$ cat src/rtl/edge_det_pkg.sv
package edge_det_pkg;
  localparam int PIX_W = 8;
  typedef logic [PIX_W-1:0] pix_t;

  function automatic pix_t abs_diff(input pix_t a, input pix_t b);
    return (a > b) ? pix_t'(a - b) : pix_t'(b - a);
  endfunction

  function automatic pix_t sat_add(input pix_t a, input pix_t b);
    logic [PIX_W:0] s;
    s = {1'b0, a} + {1'b0, b};
    return s[PIX_W] ? '1 : s[PIX_W-1:0];
  endfunction

  function automatic pix_t max2(input pix_t a, input pix_t b);
    return (a > b) ? a : b;
  endfunction
endpackage

$ cat src/rtl/edge_strength_unit.sv
module edge_strength_unit
  import edge_det_pkg::*;
(
  input  pix_t p1_i,
  input  pix_t p0_i,
  input  pix_t q0_i,
  input  pix_t q1_i,
  input  pix_t blimit_i,
  output pix_t strength_o,
  output logic fail_o
);
  pix_t d_centre, d_outer, d_double;

  always_comb begin
    d_centre   = abs_diff(p0_i, q0_i);
    d_outer    = abs_diff(p1_i, q1_i);
    d_double   = sat_add(d_centre, d_centre);
    strength_o = sat_add(d_double, d_outer >> 1);
    fail_o     = strength_o > blimit_i;
  end
endmodule

$ cat src/rtl/edge_lane_eval.sv
module edge_lane_eval
  import edge_det_pkg::*;
(
  input  pix_t p3_i,
  input  pix_t p2_i,
  input  pix_t p1_i,
  input  pix_t p0_i,
  input  pix_t q0_i,
  input  pix_t q1_i,
  input  pix_t q2_i,
  input  pix_t q3_i,
  input  pix_t limit_i,
  input  pix_t blimit_i,
  input  pix_t thresh_i,
  output logic mask_o,
  output logic hev_o,
  output pix_t side_max_o
);
  pix_t d_p32, d_p21, d_p10, d_q10, d_q21, d_q32;
  pix_t strength, fail_term, peak;
  logic fail;

  edge_strength_unit u_strength (
    .p1_i      (p1_i),
    .p0_i      (p0_i),
    .q0_i      (q0_i),
    .q1_i      (q1_i),
    .blimit_i  (blimit_i),
    .strength_o(strength),
    .fail_o    (fail)
  );

  always_comb begin
    d_p32 = abs_diff(p3_i, p2_i);
    d_p21 = abs_diff(p2_i, p1_i);
    d_p10 = abs_diff(p1_i, p0_i);
    d_q10 = abs_diff(q1_i, q0_i);
    d_q21 = abs_diff(q2_i, q1_i);
    d_q32 = abs_diff(q3_i, q2_i);
    side_max_o = max2(d_p10, d_q10);
    hev_o      = side_max_o > thresh_i;
    // strength failure injects full-scale into the reduction
    fail_term  = fail ? '1 : '0;
    peak = max2(max2(side_max_o, fail_term),
                max2(max2(d_p32, d_p21), max2(d_q21, d_q32)));
    mask_o = !(peak > limit_i);
  end

  logic unused_strength;
  assign unused_strength = ^strength;
endmodule

$ cat src/rtl/edge_out_stage.sv
module edge_out_stage
  import edge_det_pkg::*;
#(
  parameter int LANES   = 4,
  parameter bit OUT_REG = 1'b1,
  localparam int SIDE_W = LANES * PIX_W
) (
  input  logic              clk_i,
  input  logic              rst_ni,
  input  logic              valid_i,
  input  logic [LANES-1:0]  mask_i,
  input  logic [LANES-1:0]  hev_i,
  input  logic [SIDE_W-1:0] side_i,
  output logic              valid_o,
  output logic [LANES-1:0]  mask_o,
  output logic [LANES-1:0]  hev_o,
  output logic [SIDE_W-1:0] side_o
);
  if (OUT_REG) begin : g_reg
    always_ff @(posedge clk_i or negedge rst_ni) begin
      if (!rst_ni) begin
        valid_o <= 1'b0;
        mask_o  <= '0;
        hev_o   <= '0;
        side_o  <= '0;
      end else begin
        valid_o <= valid_i;
        if (valid_i) begin
          mask_o <= mask_i;
          hev_o  <= hev_i;
          side_o <= side_i;
        end
      end
    end
  end else begin : g_pass
    logic unused_clk;
    assign unused_clk = clk_i ^ rst_ni;
    assign valid_o = valid_i;
    assign mask_o  = mask_i;
    assign hev_o   = hev_i;
    assign side_o  = side_i;
  end
endmodule

$ cat src/rtl/edge_mask_detect.sv
module edge_mask_detect
  import edge_det_pkg::*;
#(
  parameter int LANES   = 4,
  parameter bit OUT_REG = 1'b1,
  localparam int BUS_W  = LANES * PIX_W
) (
  input  logic             clk_i,
  input  logic             rst_ni,
  input  logic             valid_i,
  input  logic [BUS_W-1:0] p3_i,
  input  logic [BUS_W-1:0] p2_i,
  input  logic [BUS_W-1:0] p1_i,
  input  logic [BUS_W-1:0] p0_i,
  input  logic [BUS_W-1:0] q0_i,
  input  logic [BUS_W-1:0] q1_i,
  input  logic [BUS_W-1:0] q2_i,
  input  logic [BUS_W-1:0] q3_i,
  input  logic [7:0]       limit_i,
  input  logic [7:0]       blimit_i,
  input  logic [7:0]       thresh_i,
  output logic             valid_o,
  output logic [LANES-1:0] mask_o,
  output logic [LANES-1:0] hev_o,
  output logic [BUS_W-1:0] side_max_o
);
  logic [LANES-1:0] lane_mask, lane_hev;
  logic [BUS_W-1:0] lane_side;

  for (genvar l = 0; l < LANES; l++) begin : g_lane
    edge_lane_eval u_lane (
      .p3_i      (p3_i[l*PIX_W +: PIX_W]),
      .p2_i      (p2_i[l*PIX_W +: PIX_W]),
      .p1_i      (p1_i[l*PIX_W +: PIX_W]),
      .p0_i      (p0_i[l*PIX_W +: PIX_W]),
      .q0_i      (q0_i[l*PIX_W +: PIX_W]),
      .q1_i      (q1_i[l*PIX_W +: PIX_W]),
      .q2_i      (q2_i[l*PIX_W +: PIX_W]),
      .q3_i      (q3_i[l*PIX_W +: PIX_W]),
      .limit_i   (limit_i),
      .blimit_i  (blimit_i),
      .thresh_i  (thresh_i),
      .mask_o    (lane_mask[l]),
      .hev_o     (lane_hev[l]),
      .side_max_o(lane_side[l*PIX_W +: PIX_W])
    );
  end

  edge_out_stage #(.LANES(LANES), .OUT_REG(OUT_REG)) u_out (
    .clk_i  (clk_i),
    .rst_ni (rst_ni),
    .valid_i(valid_i),
    .mask_i (lane_mask),
    .hev_i  (lane_hev),
    .side_i (lane_side),
    .valid_o(valid_o),
    .mask_o (mask_o),
    .hev_o  (hev_o),
    .side_o (side_max_o)
  );

  if (OUT_REG) begin : g_chk
    p_valid_lat_r7: assert property (@(posedge clk_i) disable iff (!rst_ni)
      valid_o == $past(valid_i));

    for (genvar l = 0; l < LANES; l++) begin : g_chk_lane
      p_hev_thresh_r2: assert property (@(posedge clk_i) disable iff (!rst_ni)
        valid_o |-> (hev_o[l] == (side_max_o[l*PIX_W +: PIX_W] > $past(thresh_i))));
      p_mask_limit_r4: assert property (@(posedge clk_i) disable iff (!rst_ni)
        (valid_o && mask_o[l]) |-> (side_max_o[l*PIX_W +: PIX_W] <= $past(limit_i)));
      p_lim_full_r5: assert property (@(posedge clk_i) disable iff (!rst_ni)
        (valid_o && ($past(limit_i) == 8'hFF)) |-> mask_o[l]);
      p_hold_r8: assert property (@(posedge clk_i) disable iff (!rst_ni)
        !$past(valid_i) |-> ($stable(mask_o[l]) && $stable(hev_o[l])
                             && $stable(side_max_o[l*PIX_W +: PIX_W])));
    end
  end
endmodule

$ cat config.mk
export PLATFORM = sky130hd
export DESIGN_NAME = edge_mask_detect
export DESIGN_NICKNAME = d
export VERILOG_FILES = /design/src/rtl/edge_det_pkg.sv /design/src/rtl/edge_strength_unit.sv /design/src/rtl/edge_lane_eval.sv /design/src/rtl/edge_out_stage.sv /design/src/rtl/edge_mask_detect.sv
export SDC_FILE = /design/constraint.sdc
export NUM_CORES = 2
export LEC_CHECK = 0
export ABC_AREA = 1
export BUFFER_PORTS_ARGS = -buffer_cell sky130_fd_sc_hd__buf_2
export CORE_MARGIN = 2
export CORE_UTILIZATION = 25
export CTS_BUF_LIST = sky130_fd_sc_hd__clkbuf_2 sky130_fd_sc_hd__clkbuf_4 sky130_fd_sc_hd__clkbuf_8
export DETAILED_ROUTE_END_ITERATION = 6
export SYNTH_ARGS = -nofsm -noshare
export SYNTH_HDL_FRONTEND = slang
export SYNTH_SLANG_ARGS = --single-unit
$ cat constraint.sdc
create_clock -name clk_i -period 0.8 [get_ports clk_i]
set_clock_uncertainty 0.1 [all_clocks]
set_input_delay 0.16 -clock clk_i [delete_from_list [all_inputs] [get_ports clk_i]]
set_output_delay 0.16 -clock clk_i [all_outputs]
set_load 0.01 [all_outputs]
==> summary.txt <==
status -> finished, violations left
failing checks -> negative setup slack
IO Count -> 324
synth top area cells -> ha_1 27%, nand2_1 22%, inv_1 11%
Slew @ Worst Pin -> 0.620 ns
Primary FF master, synth -> dfrtp_1
clock latency at the later pin of the worst-skew pair -> 0.36 ns
Worst R2R End -> u_out.side_o[21]$_DFFE_PN0P_
synthesis-to-layout area growth -> 68.2%
post-layout min period -> 7.12 ns
FF-to-FF setup slack -> -0.14 ns
H-Tree Depth -> 2
ratio of cells with drive above 1 in the final layout -> 39.8%
WP data required -> 1.01 ns
total global routing overflow -> 0
fill cell instance count of the final layout -> 15200
syn_nets -> 7493
layout net count -> 9842
Synth Area in XOR/XNOR -> 4.61%
flops & latches, synth -> 41
Fin Setup TNS -> -121.13 ns
asr flop ratio synth -> 100%
Die ar. -> 152000 µm²
main combinational cell family by area after synthesis -> simple AND/OR/NAND/NOR gates
mapped cell area -> 37300 µm²
Max VDD drop -> 3.51 mV
core outline area -> 148000 µm²
final non-filler cell total -> 10600
crit end category -> register
I/O Buffers -> 323
total of max-cap violations -> 0
GRT Overall Usage -> 20.6%
crit share post-route -> 890%
CP peak stage delay -> 0.35 ns
count of pins over their slew limit -> 0
Clock transition at path regs -> 0.13 ns
syn_area_per_cell -> 5.87 µm²
Slowest-stage cell, CP -> fa_2
CTS tree -> built
part of the Yosys area used for sequential elements -> 2.75%
compound-cell area share of the yosys netlist -> 11.7%
Routed WL -> 164 mm
Die Y -> 390 µm
Final setup viols -> 81
CTS Root Cell -> clkbuf_8
CTS Buf Count -> 5
Syn Inst Count -> 6350
CP most frequent cell -> nand2_2
antenna violations before repair -> 11
pre-CTS WS -> -6.89 ns
max_slew headroom -> 58.6%
DR vias -> 48500
FP Rows -> 141
Synth Area in Adders -> 30.2%
area leader, netlist -> ha_1
mux cell area share after synthesis -> 0.0604%
Post-Synth Simple-Gate Area -> 37.3%
DP Wirelength -> 144 mm
Crit path arrival time -> 7.33 ns
DRT antenna net count -> 0
RSZ-0062 raised after global routing -> yes
maximum fanout along the worst path -> 8
Worst Hold Launch -> valid_i
GP Congestion -> 0.978
Synth top area share -> 26.6%
worst r2r src -> u_out.side_o[21]$_DFFE_PN0P_
TritonCTS Sinks -> 41
WL per Instance -> 15.4 µm
router iterations before antenna repair -> 6
number of synthesized flops with an enable pin -> 0
clock tree buffer depth -> 2
Leak Pwr -> 0.0355 µW
Max Clock Freq -> 141 MHz
Ys Warns -> 0
Die X -> 390 µm
Hold Path Stages -> 3
Hold Path End -> u_out.hev_o[2]$_DFFE_PN0P_
reg2reg path depth -> 2
crit path launch type -> input pin
pwr/cell area -> 3230 nW/µm²
final hold violations -> 0
post-synth cell types -> 58
Hold/Removal Path Class -> input pin to register
vias in the first global route -> 47900
number of remaining DRC errors -> 0
Setup CP Type -> input pin to register
DRC marker count from the first detailed-route iteration -> 2507
Vias/cell -> 4.56
Initial Util -> 25.2%
final worst setup slack -> -6.32 ns
pin count of the biggest net entering global routing -> 34
global-route wire length before repair -> 252 mm
DP Cell Count -> 10500
worst max-delay path: cells and delay by family:
family / cells / cell delay (ns)
adders and majority gates: 8 / 2.13
and+or+nand+nor: 23 / 1.90
AOI/OAI and AO/OA: 12 / 1.85
buffers and inverters: 10 / 0.92
muxes: 1 / 0.32
timing repair:
| item | 4_1_cts | 5_1_grt |
|---|---|---|
| setup buffers | 116 | 34 |
| setup endpoints to repair | 81 | 81 |
| cloned | 2 | 0 |
| pin swaps | 317 | 182 |
| resized for setup | 556 | 371 |
| hold buffers | 1 | 0 |
| hold endpoints to repair | 41 | 0 |
cell type report:
class	instances	area, µm²	area share [%]
multi-input combinational	5056	36000	57.4
timing repair buffer	2434	18600	29.7
inverter	1160	4530	7.23
tap	1930	2410	3.85
sequential	41	1030	1.65
clock buffer	5	68.8	0.110
clock inverter	3	25.0	0.0399
antenna	3	7.51	0.0120
timing repair inverter	1	6.26	0.00998
how the worst max path moves through the flow:
stage	start	to	cells after the start
6_report	p1_i[16]	u_out.mask_o[2]$_DFFE_PN0P_	54
5_1_grt	p1_i[0]	u_out.mask_o[0]$_DFFE_PN0P_	54
4_1_cts	p1_i[16]	u_out.mask_o[2]$_DFFE_PN0P_	56
3_5_place_dp	p1_i[0]	u_out.mask_o[0]$_DFFE_PN0P_	60
3_3_place_gp	p0_i[8]	u_out.mask_o[1]$_DFFE_PN0P_	58
2_1_floorplan	p0_i[8]	u_out.mask_o[1]$_DFFE_PN0P_	56
cells in the mapped netlist, types with 35 or more instances:
master      n
ha_1      792
nand4_1    95
xor2_1    127
and2_1     35
a21oi_1   371
nand2_1  2152
nor2_1    212
o21ai_0   103
o21ai_2    50
buf_2      50
nand2_2    73
inv_1    1136
fa_1       68
nand3_1   613
xnor2_1    69
dfrtp_1    41
a31oi_1    44
cell usage in the layout, fill, tap and decap left out, types with 92 or more instances in the layout:
cell | Yosys | routed
inv_2 | 20 | 92
ha_1 | 792 | 634
nand2_1 | 2152 | 1947
nand4_1 | 95 | 95
buf_4 | 20 | 1981
nand3_2 | 15 | 100
nand2_2 | 73 | 218
nand3_1 | 613 | 492
ha_4 | 0 | 134
nor2_1 | 212 | 181
xor2_1 | 127 | 123
inv_1 | 1136 | 1038
a21oi_1 | 371 | 309
buf_2 | 50 | 271
buf_6 | 15 | 139
kinds of logic (layout without fill, tap and decap cells):
group	Yosys count	count (layout)
adders and majority gates	860	860
xor gates and xnor gates	196	196
buffers and inverters	1253	3603
muxes	2	2
DFF	41	41
other	0	3
AOI/OAI and AO/OA	730	730
and+or+nand+nor	3268	3268
layer usage:
metal,wire length (µm),part of all wire [%],global-route usage (%)
met5,63,0.038,0
met4,4340,2.6,4.35
met3,7920,4.8,2.35
met2,77500,47,36.1
met1,74200,45,26.9
report_power, final:
group	leakage, µW	total [µW]	internal (µW)	switching, µW
combinational	0.0350	196000	94300	102000
clock	0.0000448	1800	637	1160
sequential	0.000464	4050	3030	1010
flip-flops by register name, summed over array words and instances (netlist names):
signal         flops
u_out.mask_o       4
u_out.hev_o        4
u_out.valid_o      1
u_out.side_o      32
stage by stage:
stage | hold WS, ns | utilization (%) | area (µm²) | total power [µW]
after CTS | 0.0501 | 41.0 | 60600 | 183000
after global placement | 0.0513 | 38.7 | 57200 | 152000
after global routing | 0.0638 | 42.4 | 62700 | 220000
final | 0.0739 | 42.4 | 62700 | 202000
after floorplan | -0.236 | - | 38800 | 92400
after detailed placement | 0.0546 | 38.7 | 57200 | 155000
(Power assumes the default switching activity.)
